==> src/rtl/vseq_pkg.sv <==
package vseq_pkg;

    typedef enum logic [1:0] {
        LVL_LOW  = 2'b00,
        LVL_MID  = 2'b01,
        LVL_HIGH = 2'b10
    } lvl_e;

    typedef enum logic [3:0] {
        ST_REST,
        ST_FPED1,
        ST_FHIGH,
        ST_FPED2,
        ST_FPED3,
        ST_LPULSE,
        ST_LLOW,
        ST_LHDLY,
        ST_LHSTART
    } vstate_e;

    typedef struct packed {
        vstate_e st;
        logic    bin;
        logic    second;
    } seq_s;

endpackage

==> src/rtl/vseq_timer.sv <==
module vseq_timer #(
    parameter int W = 16
) (
    input  logic         clk,
    input  logic         rst_n,
    input  logic         load,
    input  logic [W-1:0] load_val,
    output logic         zero
);
    logic [W-1:0] cnt_d, cnt_q;

    always_comb begin
        cnt_d = cnt_q;
        if (load)
            cnt_d = load_val;
        else if (cnt_q != '0)
            cnt_d = cnt_q - 1'b1;
    end

    always_ff @(posedge clk) begin
        if (!rst_n) cnt_q <= '0;
        else        cnt_q <= cnt_d;
    end

    assign zero = (cnt_q == '0);

    // Stage lengths depend on the loaded count being taken exactly
    assert_load_taken_R3: assert property (@(posedge clk) disable iff (!rst_n)
        load |=> (cnt_q == $past(load_val)));
endmodule

==> src/rtl/vseq_pend.sv <==
module vseq_pend (
    input  logic clk,
    input  logic rst_n,
    input  logic req,
    input  logic take,
    output logic pend
);
    logic pend_d, pend_q;

    always_comb begin
        pend_d = pend_q;
        if (take)     pend_d = 1'b0;
        else if (req) pend_d = 1'b1;
    end

    always_ff @(posedge clk) begin
        if (!rst_n) pend_q <= 1'b0;
        else        pend_q <= pend_d;
    end

    assign pend = pend_q;

    assert_hold_R8: assert property (@(posedge clk) disable iff (!rst_n)
        (req && !take) |=> pend_q);
    assert_clear_R8: assert property (@(posedge clk) disable iff (!rst_n)
        take |=> !pend_q);
endmodule

==> src/rtl/vseq_levels.sv <==
module vseq_levels
    import vseq_pkg::*;
(
    input  vstate_e    st,
    output logic [1:0] v1,
    output logic [1:0] v2
);
    lvl_e l1, l2;

    always_comb begin
        l1 = LVL_MID;
        l2 = LVL_LOW;
        case (st)
            ST_FPED1:  begin l1 = LVL_LOW; l2 = LVL_MID;  end
            ST_FHIGH:  begin l1 = LVL_LOW; l2 = LVL_HIGH; end
            ST_FPED2:  begin l1 = LVL_LOW; l2 = LVL_MID;  end
            ST_FPED3:  begin l1 = LVL_MID; l2 = LVL_MID;  end
            ST_LPULSE: begin l1 = LVL_LOW; l2 = LVL_MID;  end
            default:   begin l1 = LVL_MID; l2 = LVL_LOW;  end
        endcase
    end

    assign v1 = l1;
    assign v2 = l2;
endmodule

==> src/rtl/ccd_vseq.sv <==
module ccd_vseq
    import vseq_pkg::*;
#(
    parameter int T_PED1     = 4000,
    parameter int T_HIGH     = 1500,
    parameter int T_PED2     = 1500,
    parameter int T_PED3     = 4000,
    parameter int T_NB_PULSE = 150,
    parameter int T_NB_TAIL  = 50,
    parameter int T_NB_HDLY  = 150,
    parameter int T_BIN_HI   = 50,
    parameter int T_BIN_LO   = 50,
    parameter int T_BIN_HDLY = 50
) (
    input  logic       clk,
    input  logic       rst_n,
    input  logic       frame_go,
    input  logic       line_go,
    input  logic       bin_mode,
    output logic [1:0] v1_lvl,
    output logic [1:0] v2_lvl,
    output logic       h_start,
    output logic       busy
);
    function automatic int imax(input int a, input int b);
        return (a > b) ? a : b;
    endfunction

    localparam int TMAX = imax(imax(imax(T_PED1, T_PED3), imax(T_HIGH, T_PED2)),
                               imax(imax(T_NB_PULSE, T_NB_TAIL + T_NB_HDLY),
                                    imax(T_BIN_HI, T_BIN_LO + T_BIN_HDLY)));
    localparam int CW = $clog2(TMAX + 1);

    seq_s           seq_d, seq_q;
    logic           adv, take, pend, tmr_zero;
    logic [CW-1:0]  load_val;

    function automatic logic [CW-1:0] dur_m1(input vstate_e s, input logic b, input logic sec);
        int d;
        case (s)
            ST_FPED1:  d = T_PED1;
            ST_FHIGH:  d = T_HIGH;
            ST_FPED2:  d = T_PED2;
            ST_FPED3:  d = T_PED3;
            ST_LPULSE: d = b ? T_BIN_HI : T_NB_PULSE;
            ST_LLOW:   d = b ? (sec ? T_BIN_LO + T_BIN_HDLY : T_BIN_LO)
                             : T_NB_TAIL + T_NB_HDLY;
            default:   d = 1;
        endcase
        return CW'(d - 1);
    endfunction

    always_comb begin
        seq_d = seq_q;
        adv   = 1'b0;
        take  = 1'b0;
        case (seq_q.st)
            ST_REST: begin
                if (frame_go) begin
                    seq_d.st = ST_FPED1;
                    adv      = 1'b1;
                end else if (pend || line_go) begin
                    seq_d.st     = ST_LPULSE;
                    seq_d.bin    = bin_mode;
                    seq_d.second = 1'b0;
                    adv          = 1'b1;
                    take         = 1'b1;
                end
            end
            ST_FPED1:  if (tmr_zero) begin seq_d.st = ST_FHIGH; adv = 1'b1; end
            ST_FHIGH:  if (tmr_zero) begin seq_d.st = ST_FPED2; adv = 1'b1; end
            ST_FPED2:  if (tmr_zero) begin seq_d.st = ST_FPED3; adv = 1'b1; end
            ST_FPED3:  if (tmr_zero) begin seq_d.st = ST_REST;  adv = 1'b1; end
            ST_LPULSE: if (tmr_zero) begin seq_d.st = ST_LLOW;  adv = 1'b1; end
            ST_LLOW: begin
                if (tmr_zero) begin
                    adv = 1'b1;
                    if (seq_q.bin && !seq_q.second) begin
                        seq_d.st     = ST_LPULSE;
                        seq_d.second = 1'b1;
                    end else begin
                        seq_d.st = ST_LHSTART;
                    end
                end
            end
            ST_LHSTART: if (tmr_zero) begin seq_d.st = ST_REST; adv = 1'b1; end
            default: begin seq_d.st = ST_REST; adv = 1'b1; end
        endcase
        load_val = dur_m1(seq_d.st, seq_d.bin, seq_d.second);
    end

    always_ff @(posedge clk) begin
        if (!rst_n) begin
            seq_q.st     <= ST_REST;
            seq_q.bin    <= 1'b0;
            seq_q.second <= 1'b0;
        end else begin
            seq_q <= seq_d;
        end
    end

    vseq_timer #(.W(CW)) u_timer (
        .clk      (clk),
        .rst_n    (rst_n),
        .load     (adv),
        .load_val (load_val),
        .zero     (tmr_zero)
    );

    vseq_pend u_pend (
        .clk   (clk),
        .rst_n (rst_n),
        .req   (line_go),
        .take  (take),
        .pend  (pend)
    );

    vseq_levels u_levels (
        .st (seq_q.st),
        .v1 (v1_lvl),
        .v2 (v2_lvl)
    );

    assign h_start = (seq_q.st == ST_LHSTART);
    assign busy    = (seq_q.st != ST_REST);

    assert_no_reserved_R2: assert property (@(posedge clk) disable iff (!rst_n)
        (v1_lvl != 2'b11) && (v2_lvl != 2'b11));
    assert_v1_never_high_R4: assert property (@(posedge clk) disable iff (!rst_n)
        v1_lvl != 2'b10);
    assert_high_with_low_R4: assert property (@(posedge clk) disable iff (!rst_n)
        (v2_lvl == 2'b10) |-> (v1_lvl == 2'b00));
    assert_hstart_single_R5: assert property (@(posedge clk) disable iff (!rst_n)
        h_start |=> !h_start);
    assert_hstart_busy_R11: assert property (@(posedge clk) disable iff (!rst_n)
        h_start |-> busy);
    assert_frame_dropped_R9: assert property (@(posedge clk) disable iff (!rst_n)
        (busy && frame_go && v2_lvl != 2'b10 && v1_lvl == 2'b01) |=> (v2_lvl != 2'b10));
endmodule

==> config.mk <==
export PLATFORM = sky130hd
export DESIGN_NAME = ccd_vseq
export DESIGN_NICKNAME = d
export VERILOG_FILES = /design/src/rtl/vseq_pkg.sv /design/src/rtl/vseq_timer.sv /design/src/rtl/vseq_pend.sv /design/src/rtl/vseq_levels.sv /design/src/rtl/ccd_vseq.sv
export SDC_FILE = /design/constraint.sdc
export NUM_CORES = 1
export LEC_CHECK = 0
export ABC_AREA = 1
export BUFFER_PORTS_ARGS = -buffer_cell sky130_fd_sc_hd__buf_2
export CAP_MARGIN = 25
export CELL_PAD_IN_SITES_DETAIL_PLACEMENT = 0
export CELL_PAD_IN_SITES_GLOBAL_PLACEMENT = 1
export CORE_MARGIN = 4
export CORE_UTILIZATION = 42
export CTS_CLUSTER_DIAMETER = 120
export DETAILED_ROUTE_END_ITERATION = 10
export PLACE_DENSITY_LB_ADDON = 0.1
export SYNTH_ARGS = -nofsm -noshare
export SYNTH_HDL_FRONTEND = slang
export SYNTH_SLANG_ARGS = --single-unit
==> constraint.sdc <==
create_clock -name clk -period 2.5 [get_ports clk]
set_input_delay 0 -clock clk [delete_from_list [all_inputs] [get_ports clk]]
set_output_delay 0 -clock clk [all_outputs]
set_load 0.05 [all_outputs]
Yosys cells after proc, flatten, opt, wreduce, memory -nomap -nowiden
Cells that the tools add are included.
{"block": "word_totals", "ff_bits": 19, "latchBits": 0, "ram_bits": 0, "mem_bits_ro": 0, "in_bits": 5, "out_inout_bits": 6, "wordCells": 65, "memories": 0}
{"block": "op_classes", "n_addsub": 2, "n_mul": 0, "div_mod_pow": 0, "order_cmp": 0, "eq_ne": 13, "shifts": 0, "n_mux": 29, "n_bitwise": 1, "reduce_logical": 15}
{"operator": "one-hot mux 12 bit (4 select lines)", "n": 1}
{"operator": "two-way mux 4 bit", "n": 8}
{"operator": "one-hot mux 4 bit (7 select lines)", "n": 1}
{"operator": "== test 4 x 3 -> 1 bit (second input constant)", "n": 6}
{"operator": "two-way mux 12 bit", "n": 2}
{"operator": "== test 4 x 2 -> 1 bit (second input constant)", "n": 4}
{"operator": "two-way mux 8 bit", "n": 2}
{"operator": "zero test 12 bit", "n": 1}
{"operator": "nonzero test 12 bit", "n": 1}
{"operator": "subtractor 12 x 1 -> 12 bit (second input constant)", "n": 1}
{"operator": "subtractor 12 x 2 -> 12 bit (second input constant)", "n": 1}
{"operator": "two-way mux 1 bit", "n": 9}
{"operator": "== test 4 x 1 -> 1 bit (second input constant)", "n": 2}
{"operator": "OR reduction 2 bit", "n": 4}
{"operator": "OR reduction 4 bit", "n": 2}
{"operator": "two-way mux 7 bit", "n": 1}
{"operator": "OR reduction 7 bit", "n": 1}
{"operator": "two-way mux 6 bit", "n": 1}
{"operator": "== test 4 bit (second input constant)", "n": 1}
{"operator": "zero test 4 bit", "n": 1}
{"operator": "one-hot mux 1 bit (2 select lines)", "n": 2}
{"operator": "one-hot mux 2 bit (2 select lines)", "n": 1}
{"operator": "nonzero test 4 bit", "n": 1}
{"operator": "two-way mux 2 bit", "n": 1}
{"operator": "other kinds (5)", "n": 5}

Longest topological paths before layout
Gate-level depths: netlist of run 1.
{"block": "logic_depth", "depth_word": 10, "ltp_mapped": 17}

Hierarchy
A second synthesis of run 1 with hierarchy kept.
{"block": "unflattened", "hier_cells": 286, "area_unflattened_um2": 1696.6}
{"mod": "vseq_timer", "instances": 1, "cells_per_inst": 140, "area_per_inst_um2": 879.6, "seq_area_each_um2": 240.2}
{"mod": "ccd_vseq", "instances": 1, "cells_per_inst": 129, "area_per_inst_um2": 730.7, "seq_area_each_um2": 120.1}
{"mod": "vseq_levels", "instances": 1, "cells_per_inst": 12, "area_per_inst_um2": 51.3, "seq_area_each_um2": 0.0}
{"mod": "vseq_pend", "instances": 1, "cells_per_inst": 5, "area_per_inst_um2": 35.0, "seq_area_each_um2": 20.0}

Worst setup path after synthesis of run 1
No wires, ideal clock.
{"block": "synth_path", "path_kind": "register to output", "start": "register, netlist name seq_q[2]", "end": "output v1_lvl[0]", "t_arrival_ns": 2.297, "required_ns": 2.500, "setup_slack_ns": 0.203, "path_stages_with_launch": 5, "path_buffers": 0, "cell_sequence": "dfxtp_1 -> inv_2 -> nand2_2 -> nor2_2 -> nor4_1"}
{"block": "synth_via", "elab_chain_cells": 3, "elab_cells_between_ends": 6}
{"item": "== test 4 x 1 -> 1 bit, or another cell as far along", "line_no": "vseq_levels.sv:13", "rtl": "case (st)"}
{"item": "OR reduction 4 bit (no line) (*)"}
{"item": "two-way mux 1 bit (*)", "line_no": "vseq_levels.sv:13"}
{"item": "end: declaration", "line_no": "ccd_vseq.sv:20", "rtl": "output logic [1:0] v1_lvl,"}
Mark *: on every way between the ends. The rest lies on a longest branch, timed or not.

Worst setup path after layout of run 1
{"block": "layout_path", "start": "register u_timer.cnt_q[0]", "end": "register u_timer.cnt_q[2]"}
{"block": "layout_via", "elab_chain_cells": 8, "elab_cells_between_ends": 29}
{"item": "start: declaration", "line_no": "vseq_timer.sv:10", "rtl": "logic [W-1:0] cnt_d, cnt_q;"}
{"item": "start signal: assignment", "line_no": "vseq_timer.sv:22", "rtl": "else cnt_q <= cnt_d;"}
{"item": "zero test 12 bit", "line_no": "vseq_timer.sv:25", "rtl": "assign zero = (cnt_q == '0);"}
{"item": "two-way mux 4 bit, or another cell as far along", "line_no": "ccd_vseq.sv:73, ccd_vseq.sv:86"}
{"item": "one-hot mux 4 bit (7 select lines) / one-hot mux 1 bit (2 select lines) (equally long branches)", "line_no": "ccd_vseq.sv:57", "rtl": "case (seq_q.st)"}
{"item": "== test 4 x 3 -> 1 bit, or another cell as far along", "line_no": "ccd_vseq.sv:40", "rtl": "case (s)"}
{"item": "OR reduction 2 bit (no line) / two-way mux 8 bit (equally long branches)"}
{"item": "one-hot mux 12 bit (4 select lines)", "line_no": "ccd_vseq.sv:40"}
{"item": "subtractor 12 x 2 -> 12 bit", "line_no": "ccd_vseq.sv:50", "rtl": "return CW'(d - 1);"}
{"item": "two-way mux 12 bit", "line_no": "vseq_timer.sv:14", "rtl": "if (load)"}
Several ways; a longest one is shown, not always the timed one. The select of a mux whose other input is x is not followed.
A chain may end at the register's enable or synchronous reset.

==> key figures, run 1 <==
Clock network
  • Clock sinks: 19
  • CTS root buf: clkbuf_4
  • Worst-path clk slew: 110 ps
  • CTS H-tree depth: 1
  • Clock latency on the worst-skew pair: 310 ps
  • Worst-case clock buffer depth: 2
  • Setup Buffers After CTS: 0
  • CTS tree: done
  • Cts bufs inserted: 3

Synthesis
  • Netlist Area Pre-Place: 0.00148 mm²
  • Compound-Gate Fraction of Synth Area: 13.6%
  • Top FF cell, synth: dfxtp_1
  • Post-synth cell types: 28
  • Synthesis-stage register bit count: 19
  • Xor/xnor cell area share of the yosys netlist: 4.15%
  • Post-synth ARST share: 0%
  • Average cell area after synthesis: 6.48 µm²
  • Post-synthesis cell count: 228
  • Synthesized Nets: 235
  • Ys Warns: 0
  • Largest family of logic cells by synthesized area: simple AND/OR/NAND/NOR gates
  • Adder-cell share of the synthesized area: 1.69%
  • Simple-gate share of the synthesized area: 42.8%
  • Sequential area share after synthesis: 25.8%
  • Mux contribution to synthesized area: 0%
  • Post-synth EDFFs: 0

Finish
  • Most common cell after layout, fill and taps aside: nand2_1
  • Most frequent cells in the layout: nand2_1 (43), inv_1 (30), nand3_1 (21)
  • Final #Nets: 246
  • ANT cells: 0
  • Fill cell count: 391
  • Final Util: 47.4%
  • Area delta synth->final: 7.88%
  • Share of cells above drive strength 1: 23.1%

Routing
  • Routed len/inst: 12.6 µm
  • DRC errors left: 0
  • DRT Wirelength: 3590 µm
  • Post-DRT Antenna Nets: 0
  • Initial drt markers: 66
  • DR pass1 iterations: 4
  • Vias: 1411
  • Vias per inst: 4.97

Run
  • Max-Cap Viols: 0

Worst setup path
  • Critical Path, Cell by Cell: inv_1 > ha_1 > nand2_1 > nor2_4 > nand2_4 > inv_2 > nand3_1 > nand2_1 > inv_1 > nand4_1 > nand3_2 > nor2_2 > nor2_4 > nand2_1 > a21oi_2
  • CP endpoint kind: flop
  • Critical path startpoint category: flop
  • Max FO, Critical Path: 14
  • Bufs and invs on worst path: 3
  • Crit-path max cell delay: 330 ps
  • WP data required: 2710 ps
  • Critical path's top delay family: simple AND/OR/NAND/NOR gates
  • Critical-path top delay cell: dfxtp_1
  • Most used cell, CP: nand2_1
  • Worst path arrival time: 2360 ps
  • Crit Path Class: flop to flop

Place
  • Final RePlAce weighted congestion: 0.862
  • Port bufs: 9
  • DP HPWL: 2900 µm

GRT
  • Initial antenna violation count: 0
  • Largest net degree at the start of global routing: 15
  • Total gr overflow: 0
  • First-pass GRT wire length: 6380 µm
  • Gr usage total: 18.3%
  • Vias in the first global route: 1378

Floorplan
  • Std cell rows: 21
  • I/O pin count: 11
  • Starting Density: 43.9%
  • Die Span X: 67.3 µm
  • Core area: 0.00336 mm²
  • Die H: 67.3 µm
  • Die area: 0.00453 mm²

Timing
  • Max-slew violations: 0
  • Final period utilization: 86.2%
  • Final Hold Vio Count: 0
  • Fmax: 464 MHz
  • Min Tclk post-route: 2160 ps
  • Clock Skews: 2.19 ps
  • Fin Setup TNS: 0 ps
  • # setup viols final: 0
  • RSZ-0062 raised after global routing: false

Power
  • P per Cell Area: 1520 mW/mm²
  • Pleak: 0.767 nW
  • Maximum vdd ir drop: 0.669 mV

Run status
  • Outcome: completed

Min path
  • Hold WC Path Type: primary input to flop
## worst reg2reg max path, cell delays in order (launching register included)
cell,delay (ps)
dfxtp_1,330
inv_1,110
ha_1,180
nand2_1,90
nor2_4,150
nand2_4,100
inv_2,200
nand3_1,100
nand2_1,100
inv_1,60
nand4_1,180
nand3_2,120
nor2_2,140
nor2_4,50
nand2_1,90
a21oi_2,50
## cell usage after synthesis, drive strengths merged, types with 3 or more instances
cell type   n  area (µm²)
xnor2       3        26.3
nand4       3        18.8
o21ai      16        80.1
inv        40         150
dfxtp      19         380
xor2        4        35.0
nand2      52         233
nor2       36         213
a21oi      12        71.3
nand3      25         145
## final timing paths
check                           cells after the start  slack [ps]                to        startpoint
worst max register to register                     15         340  u_timer.cnt_q[2]  u_timer.cnt_q[0]
worst min register to register                      2         560          seq_q[0]          seq_q[0]
worst max-delay path                               15         340  u_timer.cnt_q[2]  u_timer.cnt_q[0]
worst min-delay path                                5          50       u_pend.pend           line_go
## layer usage
| metal | part of all wire, % | GRT usage, % | up-vias | wire length (µm) |
|---|---|---|---|---|
| li1 | - | - | 746 | - |
| met1 | 53 | 27.3 | 647 | 1900 |
| met2 | 44 | 27.2 | 13 | 1570 |
| met3 | 1.9 | 1.50 | 5 | 67 |
| met4 | 1.4 | 6.84 | 0 | 52 |
| met5 | 0 | 0 | - | 0 |
## flip-flops by register name, indices dropped and copies added (netlist names)
name / flops
u_pend.pend: 1
seq_q: 6
u_timer.cnt_q: 12
## logic make-up (layout without fill, tap and decap cells)
logic type	count (synthesis)	after routing
adder cells (fa/ha/maj)	2	2
flip-flops	19	19
AO/OA/AOI/OAI	35	35
XOR/XNOR	7	7
buffers and inverters	44	54
AND/OR/NAND/NOR	120	120
other	1	1
## metrics by stage
stage / area [µm²] / instances / setup WS [ps] / power, mW / hold slack [ps]
global placement: 1560 / 279 / 477 / 2.24 / 278
CTS: 1590 / 284 / 353 / 2.42 / 55.3
floorplan: 1480 / 228 / 203 / 1.94 / 126
finish: 1590 / 284 / 345 / 2.42 / 46.9
global route: 1590 / 284 / 129 / 2.67 / 126
detailed placement: 1560 / 279 / 367 / 2.25 / 287
## power by group
group | switching, mW | total [mW] | internal, mW
registers | 0.0934 | 0.498 | 0.405
clock network | 0.100 | 0.163 | 0.0624
logic | 1.20 | 1.76 | 0.561
## cell type report
cell class | instances | area [µm²] | share of cell area, %
Sequential cell | 19 | 380 | 23.9
Multi-Input combinational cell | 165 | 923 | 58.0
Inverter | 40 | 150 | 9.43
Tap cell | 46 | 57.6 | 3.61
Timing Repair Buffer | 10 | 55.1 | 3.46
Clock buffer | 4 | 26.3 | 1.65
## what timing repair did
item / in CTS / in global routing
gates resized for setup: 0 / 0
hold buffers: 1 / 0
hold endpoints to repair: 1 / 0
setup endpoints to repair: 0 / 0
(Power assumes the default switching activity.)
==> run 2, diff against run 1 <==
--- a/config.mk
+++ b/config.mk
@@ -15,6 +15,7 @@
 export CTS_CLUSTER_DIAMETER = 120
 export DETAILED_ROUTE_END_ITERATION = 10
 export PLACE_DENSITY_LB_ADDON = 0.1
+export REMOVE_ABC_BUFFERS = 1
 export SYNTH_ARGS = -nofsm -noshare
 export SYNTH_HDL_FRONTEND = slang
 export SYNTH_SLANG_ARGS = --single-unit
==> run 2 against run 1 <==
Worst setup slack gained 54 ps. Largest cell class unchanged. Critical endpoint unchanged. Count of clock-buffer cells in the layout fell by 1. Utilization hardly changed.
==> key figures, run 2 (synthesized netlist as in run 1, its figures left out) <==
Worst setup path
  • Crit-path max cell delay: 330 ps (about the same)
  • Most used cell, CP: nand2_1
  • WP data required: 2740 ps (+30 ps)
  • Critical path origin: u_timer.cnt_q[0]
  • CP Capture Point: u_timer.cnt_q[2]
  • Critical-path top delay cell: dfxtp_1
  • Worst path arrival time: 2350 ps (about the same)
  • Bufs and invs on worst path: 2 (-1)
  • Critical path startpoint category: flop
  • Crit Path Class: flop to flop
  • FF-to-FF Start: u_timer.cnt_q[0]
  • Reg2reg setup slack: 400 ps (+50 ps)
  • Max FO, Critical Path: 14 (unchanged)
  • Reg-to-Reg End: u_timer.cnt_q[2]
  • CP endpoint kind: flop
  • Critical path depth in cells: 16 (+1)
  • Critical path's top delay family: simple AND/OR/NAND/NOR gates
  • Reg2reg path depth: 16 (+1)
  • Critical Path, Cell by Cell: inv_1 > ha_1 > nand2_1 > nor2_4 > nand2_4 > inv_2 > nand2_1 > nand3_2 > nand2_4 > nor2_4 > nand2_1 > nand3_2 > nor2_2 > nor2_4 > nand2_1 > a21oi_2

Clock network
  • CTS root buf: clkbuf_4
  • CTS tree: done
  • CTS H-tree depth: 1 (unchanged)
  • Clock sinks: 19 (unchanged)
  • Setup Buffers After CTS: 0 (unchanged)
  • Worst-path clk slew: 120 ps (about the same)
  • Cts bufs inserted: 3 (unchanged)
  • Worst-case clock buffer depth: 2 (unchanged)
  • Clock latency on the worst-skew pair: 300 ps (about the same)

Timing
  • Fin Setup TNS: 0 ps (unchanged)
  • RSZ-0062 raised after global routing: false
  • Fmax: 476 MHz (+2.6%)
  • # setup viols final: 0 (unchanged)
  • Final period utilization: 84.1% (-2.2 points)
  • Max-slew violations: 0 (unchanged)
  • Final Hold Vio Count: 0 (unchanged)
  • Max_slew headroom: 65.5%
  • Worst-Margin Slew: 513 ps
  • Min Tclk post-route: 2100 ps (-53.9 ps)
  • Clock Skews: 5.44 ps (+3.26 ps)

Finish
  • Number of flip-flops in the largest register: 12 (unchanged)
  • Most flops, register: u_timer.cnt_q
  • Most frequent cells in the layout: nand2_1 (43), inv_1 (30), nand3_1 (21)
  • ANT cells: 0 (unchanged)
  • Cell Count, Final, Fillers Out: 284 (unchanged)
  • Most common cell after layout, fill and taps aside: nand2_1
  • Final #Nets: 246 (unchanged)
  • Area delta synth->final: 7.97% (about the same)
  • Share of cells above drive strength 1: 23.5% (+0.42 points)

Floorplan
  • Die Span X: 67.3 µm (unchanged)
  • Die H: 67.3 µm (unchanged)
  • Core area: 0.00336 mm² (unchanged)
  • Starting Density: 43.9% (unchanged)
  • I/O pin count: 11 (unchanged)
  • Die area: 0.00453 mm² (unchanged)
  • Std cell rows: 21 (unchanged)

Routing
  • Vias per inst: 5.03 (+1.2%)
  • Initial drt markers: 82 (+24%)
  • Vias: 1428 (+1.2%)
  • Routed len/inst: 12.5 µm (-1.1%)
  • DRC errors left: 0 (unchanged)
  • DR pass1 iterations: 4 (unchanged)
  • Post-DRT Antenna Nets: 0 (unchanged)
  • DRT Wirelength: 3550 µm (-1.1%)

Min path
  • Worst hold path startpoint: line_go
  • Hold WC Path Type: primary input to flop

GRT
  • Vias in the first global route: 1383 (+0.36%)
  • Largest net degree at the start of global routing: 15 (unchanged)
  • Total gr overflow: 0 (unchanged)
  • Gr usage total: 17.7% (-0.60 points)
  • Initial antenna violation count: 0 (unchanged)
  • First-pass GRT wire length: 6190 µm (-3.0%)

Power
  • P per Cell Area: 1520 mW/mm² (+0.30%)
  • Maximum vdd ir drop: 0.612 mV (-8.6%)
  • Pleak: 0.770 nW (+0.36%)

Place
  • Port bufs: 9 (unchanged)
  • Dpl cells: 279 (unchanged)
  • DP HPWL: 2890 µm (-0.48%)
  • Final RePlAce weighted congestion: 0.925 (+7.3%)

Run status
  • Outcome: completed

Run
  • Max-Cap Viols: 0 (unchanged)
run 2: cell count changes in the layout (fill, tap and decap cells not counted):
| cell | change |
|---|---|
| clkinv_2 | +1 |
| clkbuf_1 | -1 |
run 2: cell type report:
| class | instances | area (µm²) |
|---|---|---|
| fill | 402 | 1770 |
| multi-input combinational | 165 | 923 |
| sequential | 19 | 380 |
| inverter | 40 | 150 |
| tap | 46 | 57.6 |
| timing repair buffer | 10 | 55.1 |
| clock buffer | 3 | 22.5 |
| clock inverter | 1 | 5.00 |
run 2: worst reg2reg max path, cell delays in order (launching register included):
cell and delay, ps:
dfxtp_1 330, inv_1 100, ha_1 170, nand2_1 90
nor2_4 150, nand2_4 100, inv_2 180, nand2_1 90
nand3_2 100, nand2_4 80, nor2_4 130, nand2_1 90
nand3_2 90, nor2_2 50, nor2_4 100, nand2_1 80
a21oi_2 120
run 2: worst min path at each step:
stage	end	slack (ps)	depth (start not counted)
2_1_floorplan	u_pend.pend	130	2
3_3_place_gp	u_pend.pend	280	3
3_5_place_dp	u_pend.pend	280	3
4_1_cts	u_pend.pend	70	5
5_1_grt	seq_q[1]	110	5
6_report	u_pend.pend	60	5
run 2: timing repair:
item / in CTS / in global routing
hold buffers: 1 / 0
hold endpoints to repair: 1 / 0
gates resized for setup: 0 / 0
run 2: report_power, final:
group / internal (mW) / switching (mW) / leakage [nW]
Sequential: 0.405 / 0.0938 / 0.157
Clock: 0.0597 / 0.105 / 0.0177
Combinational: 0.562 / 1.20 / 0.595
Total: 1.03 / 1.40 / 0.770
run 2: stage by stage:
step | worst slack (ps) | utilization [%] | cell area [µm²] | hold WS (ps) | power (mW)
6_report | 399 | 47.4 | 1590 | 58.6 | 2.43
5_1_grt | 187 | 47.4 | 1590 | 107 | 2.67
4_1_cts | 388 | 47.4 | 1590 | 69.6 | 2.43
3_5_place_dp | 420 | 46.3 | 1560 | 283 | 2.26
3_3_place_gp | 482 | 46.3 | 1560 | 275 | 2.25
2_1_floorplan | 203 | - | 1450 | 126 | 1.91
run 2: routing by layer:
metal / vias up / part of all wire, % / global-route usage [%]
li1: 748 / - / -
met2: 33 / 43 / 27.4
met5: - / 0 / 0
met4: 0 / 1.9 / 6.58
met1: 639 / 50 / 25.4
met3: 8 / 4.5 / 1.83
==> run 3, diff against run 2 <==
==> constraint.sdc (replaced) <==
create_clock -name clk -period 2.05 [get_ports clk]
set_input_delay 0 -clock clk [delete_from_list [all_inputs] [get_ports clk]]
set_output_delay 0 -clock clk [all_outputs]
set_load 0.05 [all_outputs]
==> run 3 against run 2 <==
Sequential power rose by 27%. Total power increased by 45%. Largest power group unchanged. Critical path type unchanged. Critical path depth shrank 1. Worst hold slack gained 14 ps. Non-clock buffer count increased by 15. Clock power rose by 20%. Routed wire length up 9.4%.
==> key figures, run 3 (synthesized netlist as in run 1, its figures left out) <==
Finish
  • Number of flip-flops in the largest register: 12 (unchanged)
  • Final #Nets: 261 (+6.1%)
  • ANT cells: 0 (unchanged)
  • Area delta synth->final: 25.3%
  • Most common cell after layout, fill and taps aside: nand2_1
  • Share of cells above drive strength 1: 42.3% (+19 points)
  • Post-route cell area: 0.00185 mm² (+16%)
  • Fill cell count: 360 (-10%)
  • Most frequent cells in the layout: nand2_1 (30), inv_1 (28), nand2_2 (18)
  • Most flops, register: u_timer.cnt_q

Worst setup path
  • Critical Path, Cell by Cell: inv_2 > ha_4 > nand2_2 > nor2_4 > nand2_4 > inv_4 > nand2_2 > nand3_2 > nand2_4 > nand4_1 > buf_4 > nand3_2 > o21bai_1 > nand2_2 > a21oi_2
  • Most used cell, CP: nand2_2
  • Crit-path max cell delay: 350 ps (+20 ps)
  • Critical-path top delay cell: dfxtp_2
  • Max FO, Critical Path: 8 (-6)
  • Critical path startpoint category: flop
  • CP endpoint kind: flop
  • Worst path arrival time: 2240 ps (-110 ps)
  • WP data required: 2300 ps (-440 ps)
  • Crit Path Class: flop to flop

Timing
  • Max-slew violations: 0 (unchanged)
  • RSZ-0062 raised after global routing: true
  • Final Hold Vio Count: 0 (unchanged)
  • Hold WS: 72.9 ps (+14.3 ps)
  • # setup viols final: 0 (unchanged)
  • Worst-Margin Slew: 577 ps (+63.8 ps)
  • Min Tclk post-route: 1990 ps (-116 ps)
  • Max_slew headroom: 61.2% (-4.3 points)
  • Final period utilization: 96.8% (+13 points)
  • Fmax: 504 MHz (+5.9%)
  • Clock Skews: 12.6 ps (+7.16 ps)

Clock network
  • Worst-path clk slew: 120 ps (about the same)
  • CTS H-tree depth: 1 (unchanged)
  • Worst-case clock buffer depth: 2 (unchanged)
  • CTS tree: done
  • Cts bufs inserted: 3 (unchanged)
  • Clock latency on the worst-skew pair: 310 ps (about the same)
  • CTS root buf: clkbuf_4
  • Clock sinks: 19 (unchanged)

GRT
  • Gr usage total: 17.4% (-0.34 points)
  • First-pass GRT wire length: 6080 µm (-1.8%)
  • Largest net degree at the start of global routing: 13 (-2)
  • Total gr overflow: 0 (unchanged)
  • Vias in the first global route: 1352 (-2.2%)
  • Initial antenna violation count: 0 (unchanged)

Routing
  • Vias: 1519 (+6.4%)
  • Vias per inst: 5.08 (+1.0%)
  • Met3 wire len: 132 µm (-16%)
  • Initial drt markers: 104 (+27%)
  • Post-DRT Antenna Nets: 0 (unchanged)
  • Top Metal Used: met4
  • DRT Wirelength: 3890 µm (+9.4%)
  • Met2 routed WL: 1810 µm (+18%)
  • DR pass1 iterations: 4 (unchanged)
  • Wl on met1: 1910 µm (+6.7%)
  • Routed len/inst: 13.0 µm (+3.9%)
  • DRC errors left: 0 (unchanged)

Run status
  • Outcome: completed

Floorplan
  • Die area: 0.00453 mm² (unchanged)
  • Die H: 67.3 µm (unchanged)
  • I/O pin count: 11 (unchanged)
  • Std cell rows: 21 (unchanged)
  • Core area: 0.00336 mm² (unchanged)
  • Die Span X: 67.3 µm (unchanged)
  • Starting Density: 43.9% (unchanged)

Min path
  • Hold WC Path Type: primary input to flop

Place
  • Final RePlAce weighted congestion: 0.873 (-5.6%)
  • Port bufs: 9 (unchanged)
  • Placed cell areas: 0.00161 mm² (+3.4%)
  • DP HPWL: 2920 µm (+1.2%)

Power
  • Pleak: 0.877 nW (+14%)
  • Maximum vdd ir drop: 0.852 mV (+39%)
  • P per Cell Area: 1900 mW/mm² (+25%)
  • Power after layout: 3.52 mW (+45%)

Run
  • Max-Cap Viols: 0 (unchanged)
[run 3: cell count changes in the layout (fill, tap and decap cells not counted), moves of 2 or more]
cell,previous run,this run
nand3_2,4,8
nand2_2,6,18
nor2_4,7,13
nor2_1,19,16
dfxtp_2,0,10
dfxtp_1,19,9
inv_1,30,28
nor2_2,10,7
buf_4,0,15
nand3_1,21,16
nand2_1,43,30
[run 3: what timing repair did]
item,CTS,global route
setup buffers,0,8
resized for setup,0,47
hold endpoints to repair,1,0
endpoints found under the setup margin,0,12
hold buffers,1,0
[run 3: worst max-delay path: cells and delay by family (launching register included)]
kind / cells / cell delay, ps
AO/OA/AOI/OAI: 2 / 290
adder cells (fa/ha/maj): 1 / 140
buffers and inverters: 3 / 330
flip-flops: 1 / 350
AND/OR/NAND/NOR: 9 / 800
[run 3: metrics by stage]
step	util, %	cells	TNS [ps]	setup WS, ps
6_report	55.0	299	0	64.8
2_1_floorplan	-	224	-247	-247
3_5_place_dp	47.8	286	0	50.9
3_3_place_gp	47.8	286	0	87.2
4_1_cts	49.0	291	0	22.6
5_1_grt	55.0	299	-153	-50.2
[run 3: layer usage]
metal,vias up,track usage (%)
met5,-,0
met4,0,4.56
met3,5,3.00
met2,28,26.7
met1,711,25.0
li1,775,-
[run 3: final timing paths]
check | from | to | slack (ps) | cells after the start
min | line_go | u_pend.pend | 70 | 5
max | u_timer.cnt_q[1] | u_timer.cnt_q[2] | 60 | 15
min reg2reg | seq_q[0] | seq_q[0] | 550 | 2
max reg2reg | u_timer.cnt_q[1] | u_timer.cnt_q[2] | 60 | 15
[run 3: area by class of cell]
type	count	area, µm²	area share (%)
Inverter	40	153	8.25
Tap cell	46	57.6	3.11
Sequential cell	19	393	21.2
Clock buffer	3	22.5	1.22
Clock inverter	1	5.00	0.271
Timing Repair Buffer	25	168	9.07
Multi-Input combinational cell	165	1050	56.8
[run 3: where the power goes]
group          switching (mW)  internal, mW  total (mW)
logic                    1.70         0.983        2.69
registers               0.123         0.511       0.634
clock network           0.124        0.0728       0.197
total                    1.95          1.57        3.52
